==> src/rtl/mapper_pkg.sv <==
// Package: shared widths and field positions of the bank mapper.
// Assumes an 8-bit data bus; the RAM register keeps the bank in its low
// bits and the overlay-off flag in a single high bit.
package mapper_pkg;
    localparam int DATA_W      = 8;
    localparam int RAM_BANK_W  = 4;
    localparam int ROM_BANK_W  = 5;
    localparam int OVERLAY_BIT = 7;
    localparam int RAM_REG_W   = RAM_BANK_W + 1;

    typedef struct packed {
        logic                  overlay_off;
        logic [RAM_BANK_W-1:0] bank;
    } ram_cfg_t;
endpackage

==> src/rtl/cfg_latch.sv <==
// Module: cfg_latch
// A parameterised configuration register. It loads d on a rising edge when wr
// is high, holds otherwise, and returns to RESET_VAL under synchronous
// active-low reset. Assumes wr is a single-cycle strobe synchronous to clk.
module cfg_latch #(
    parameter int             W         = 4,
    parameter logic [W-1:0]   RESET_VAL = '0
) (
    input  logic         clk,
    input  logic         rst_n,
    input  logic         wr,
    input  logic [W-1:0] d,
    output logic [W-1:0] q
);
    // Register update: reset has priority over a pending write.
    always_ff @(posedge clk) begin
        if (!rst_n)
            q <= RESET_VAL;
        else if (wr)
            q <= d;
    end
endmodule

==> src/rtl/bank_steer.sv <==
// Module: bank_steer
// Drives the RAM upper address lines. In the upper half of the CPU space each
// line is forced high, so it always reaches the top RAM region. In the lower
// half the stored bank passes through. Purely combinational.
module bank_steer #(
    parameter int W = 4
) (
    input  logic         cpu_a15,
    input  logic [W-1:0] bank,
    output logic [W-1:0] phys_hi
);
    // One forcing gate per physical address line.
    for (genvar i = 0; i < W; i++) begin : g_line
        assign phys_hi[i] = bank[i] | cpu_a15;
    end
endmodule

==> src/rtl/select_decode.sv <==
// Module: select_decode
// Generates the active-low memory chip selects. ROM is chosen for a lower-half
// request while the overlay is on; every other request goes to RAM. Both
// selects are idle without a memory request. Purely combinational.
module select_decode (
    input  logic mreq_n,
    input  logic cpu_a15,
    input  logic overlay_off,
    output logic ram_cs_n,
    output logic rom_cs_n
);
    logic rom_hit;

    // Decide which memory owns the current request.
    always_comb begin
        rom_hit  = !cpu_a15 && !overlay_off;
        rom_cs_n = !(!mreq_n && rom_hit);
        ram_cs_n = !(!mreq_n && !rom_hit);
    end
endmodule

==> src/rtl/bank_mapper.sv <==
// Module: bank_mapper (top)
// Maps a 64 KB CPU space onto banked RAM and ROM. Two configuration registers,
// written by one-cycle strobes from an external port decoder, supply the
// upper physical address lines. The top RAM region stays pinned in the upper
// window, and ROM overlays the lower window after reset. Assumes strobes and
// address inputs are synchronous to clk; reset is synchronous, active low.
module bank_mapper
    import mapper_pkg::*;
(
    input  logic                  clk,
    input  logic                  rst_n,
    input  logic                  cpu_a15,
    input  logic                  mreq_n,
    input  logic [DATA_W-1:0]     data_in,
    input  logic                  ram_cfg_wr,
    input  logic                  rom_cfg_wr,
    output logic [RAM_BANK_W-1:0] ram_bank,
    output logic [ROM_BANK_W-1:0] rom_bank,
    output logic                  ram_cs_n,
    output logic                  rom_cs_n
);
    ram_cfg_t              ram_cfg_d;
    ram_cfg_t              ram_cfg_q;
    logic [RAM_REG_W-1:0]  ram_cfg_bits;
    logic                  unused_data;

    // Gather the RAM register fields from the data bus.
    always_comb begin
        ram_cfg_d.overlay_off = data_in[OVERLAY_BIT];
        ram_cfg_d.bank        = data_in[RAM_BANK_W-1:0];
    end

    // Bus bits that no register field uses.
    assign unused_data = ^data_in;

    cfg_latch #(.W(RAM_REG_W), .RESET_VAL('0)) u_ram_reg (
        .clk   (clk),
        .rst_n (rst_n),
        .wr    (ram_cfg_wr),
        .d     (ram_cfg_d),
        .q     (ram_cfg_bits)
    );

    assign ram_cfg_q = ram_cfg_bits;

    cfg_latch #(.W(ROM_BANK_W), .RESET_VAL('0)) u_rom_reg (
        .clk   (clk),
        .rst_n (rst_n),
        .wr    (rom_cfg_wr),
        .d     (data_in[ROM_BANK_W-1:0]),
        .q     (rom_bank)
    );

    bank_steer #(.W(RAM_BANK_W)) u_steer (
        .cpu_a15 (cpu_a15),
        .bank    (ram_cfg_q.bank),
        .phys_hi (ram_bank)
    );

    select_decode u_sel (
        .mreq_n      (mreq_n),
        .cpu_a15     (cpu_a15),
        .overlay_off (ram_cfg_q.overlay_off),
        .ram_cs_n    (ram_cs_n),
        .rom_cs_n    (rom_cs_n)
    );
endmodule

==> config.mk <==
export PLATFORM = sky130hd
export DESIGN_NAME = bank_mapper
export DESIGN_NICKNAME = d
export VERILOG_FILES = /design/src/rtl/mapper_pkg.sv /design/src/rtl/cfg_latch.sv /design/src/rtl/bank_steer.sv /design/src/rtl/select_decode.sv /design/src/rtl/bank_mapper.sv
export SDC_FILE = /design/constraint.sdc
export NUM_CORES = 1
export LEC_CHECK = 0
export BUFFER_PORTS_ARGS = -buffer_cell sky130_fd_sc_hd__buf_4
export CAP_MARGIN = 20
export CELL_PAD_IN_SITES_DETAIL_PLACEMENT = 1
export CELL_PAD_IN_SITES_GLOBAL_PLACEMENT = 2
export CORE_MARGIN = 2
export CORE_UTILIZATION = 20
export CTS_CLUSTER_DIAMETER = 100
export DETAILED_ROUTE_END_ITERATION = 12
export GPL_TIMING_DRIVEN = 0
export PLACE_DENSITY = 0.8
export SYNTH_ARGS = -nofsm -noshare
export SYNTH_HDL_FRONTEND = slang
export SYNTH_SLANG_ARGS = --single-unit
==> constraint.sdc <==
create_clock -name clk -period 0.8 [get_ports clk]
set_input_delay 0 -clock clk [delete_from_list [all_inputs] [get_ports clk]]
set_output_delay 0 -clock clk [all_outputs]
set_load 0.05 [all_outputs]
==> flow_summary.json <==
{
  "run_status": "finished, violations left",
  "violations": "negative setup slack",
  "period_needed_ns": 1.06,
  "clk_path_buf_depth": 2,
  "die_w_um": 50.1,
  "setup_viol": 6,
  "grt_start_max_net_pins": 11,
  "worst_pin_slew_ns": 0.132,
  "vias": 349,
  "port_buffers": 20,
  "fp-row-count": 16,
  "cts_tree": "done",
  "hp-start": "data_in[7]",
  "clock_latency_ns": 0.26,
  "final.setup.worst_slack_ns": -0.262,
  "final_nets": 79,
  "start_util": 0.214,
  "leakage_nw": 0.343,
  "drv_slew": 0,
  "synth_area_um2": 424,
  "finClkSkew_ns": 0,
  "grt_usage": 0.0793,
  "hold_violations": 0,
  "critPathLaunch": "u_ram_reg.q[4]",
  "crit_path_start_kind": "flop",
  "rsz0062_at_grt": "true",
  "htree_levels": 1,
  "path_clk_slew_ns": 0.07,
  "antenna_cells": 0,
  "drc": 0,
  "top_usage_layer": "met2",
  "die_h_um": 50.1,
  "reg2reg_setup_slack_ns": 0.07,
  "final_core_util": 0.382,
  "numCtsBuffers": 3,
  "ir_worst_vdd_uv": 934,
  "gr-total-overflow": 0,
  "synth_cell_types": 7,
  "grt_pass1_wl_um": 1490,
  "path_class": "flop to primary output",
  "cap_violations": 0,
  "cts_sinks": 10,
  "n_fill_cell": 227,
  "grt_pass1_vias": 360,
  "syn_area_per_cell_um2": 11.2,
  "wl_per_cell_um": 10.6,
  "io_pins": 25,
  "yosysWarnings": 0,
  "drtPass1Iterations": 1,
  "core-area_mm2": 0.00198,
  "yosysSeqAreaShare": 0.472,
  "drive_above_1_share": 0.672,
  "ys_ff_latch": 10,
  "timing.final.crit_share": 1.33,
  "cp.arrival_ns": 1.06,
  "synthCells": 38,
  "clock-root-buffer": "clkbuf_4",
  "dieArea_mm2": 0.00251,
  "use_met1": 0.0972,
  "p_total_mw": 1.38,
  "cp.required_ns": 0.80,
  "power.density_mw_per_mm2": 1830,
  "worst_setup_path_end_kind": "primary output",
  "via_per_inst": 3.84,
  "syn_nets": 52,
  "syn_to_final_growth_pct": 78.5,
  "gp_congestion": 0.626,
  "ant_nets": 0,
  "slew_headroom": 0.909,
  "timing.fmax_ghz": 0.942,
  "reg2reg_from": "u_ram_reg.q[4]",
  "antenna_found_initial": 0,
  "use_met3": 0.0273,
  "wl_um": 962,
  "holdCritPathClass": "primary input to flop",
  "met2_usage": 0.121,
  "drtIter0Drc": 0,
  "cp_max_fo": 2
}
-- routing by layer --
layer / vias up / share of wire
li1: 176 / -
met2: 13 / 0.51
met3: 0 / 0.074
met1: 160 / 0.41
met5: - / 0
met4: 0 / 0
-- Yosys cell counts --
library cell,instances,area share
dfxtp_1,10,0.47
nor2b_1,10,0.15
o21bai_1,1,0.018
or3_1,1,0.015
buf_6,2,0.053
or2_2,4,0.059
mux2i_1,10,0.24
-- repair_timing --
action	4_1_cts	5_1_grt
buffers inserted	1	0
pin swaps	5	1
gates resized for setup	20	5
hold buffers	1	0
endpoints found under the setup margin	6	10
endpoints found under the hold margin	1	0
cloned	0	0
-- placed cells by master (no fill, tap or decap) --
cell	netlist	layout
o21bai_4	0	1
clkbuf_4	0	3
dlygate4sd3_1	0	1
dfxtp_2	0	10
nor2b_1	10	10
mux2i_1	10	10
buf_6	2	7
or2_4	0	4
buf_4	0	11
clkbuf_8	0	1
or3_4	0	1
buf_8	0	5
-- critical path, stage by stage, from the launching register on --
cell,delay [ns]
dfxtp_2,0.32
or3_4,0.33
buf_8,0.16
-- cell families after synthesis --
kind of cell | Yosys count | synth area share
AOI/OAI and AO/OA | 1 | 0.0177
buffers and inverters | 2 | 0.0531
DFF | 10 | 0.472
muxes | 10 | 0.236
and+or+nand+nor | 15 | 0.221
-- power breakdown --
part	total [mW]	switching (mW)	internal (mW)
registers	0.550	0.0168	0.534
logic	0.391	0.204	0.187
clock network	0.443	0.167	0.276
total	1.38	0.388	0.997
-- flip-flops by register name, indices dropped and copies added (netlist names) --
name	cells
u_ram_reg.q	5
u_rom_reg.q	5
-- cell type report --
class / count / area (um2) / share of cell area
Multi-Input combinational cell: 26 / 228 / 0.301
Timing Repair Buffer: 22 / 224 / 0.296
Sequential cell: 10 / 213 / 0.281
Clock buffer: 4 / 36.3 / 0.0479
Tap cell: 27 / 33.8 / 0.0446
Buffer: 2 / 22.5 / 0.0298
-- metrics by stage --
| step | setup TNS [ns] | instance area [um2] | worst slack [ns] | hold WS, ns | std cells |
|---|---|---|---|---|---|
| after floorplan | 0 | 439 | 0.0211 | 0.128 | 38 |
| after global routing | -1.29 | 757 | -0.301 | 0.0123 | 91 |
| after detailed placement | -0.0884 | 623 | -0.0884 | 0.265 | 85 |
| after global placement | -0.0795 | 623 | -0.0795 | 0.259 | 85 |
| after CTS | -1.17 | 734 | -0.277 | 0.00421 | 91 |
| final | -1.06 | 757 | -0.262 | 0.00900 | 91 |
-- final timing paths --
| check | to | cells after the start |
|---|---|---|
| setup / recovery | rom_cs_n | 2 |
| hold / removal | u_ram_reg.q[4] | 3 |
| setup reg to reg | u_ram_reg.q[4] | 3 |
| hold reg to reg | u_rom_reg.q[1] | 2 |
Note: power is estimated with default switching activity, not from simulation.
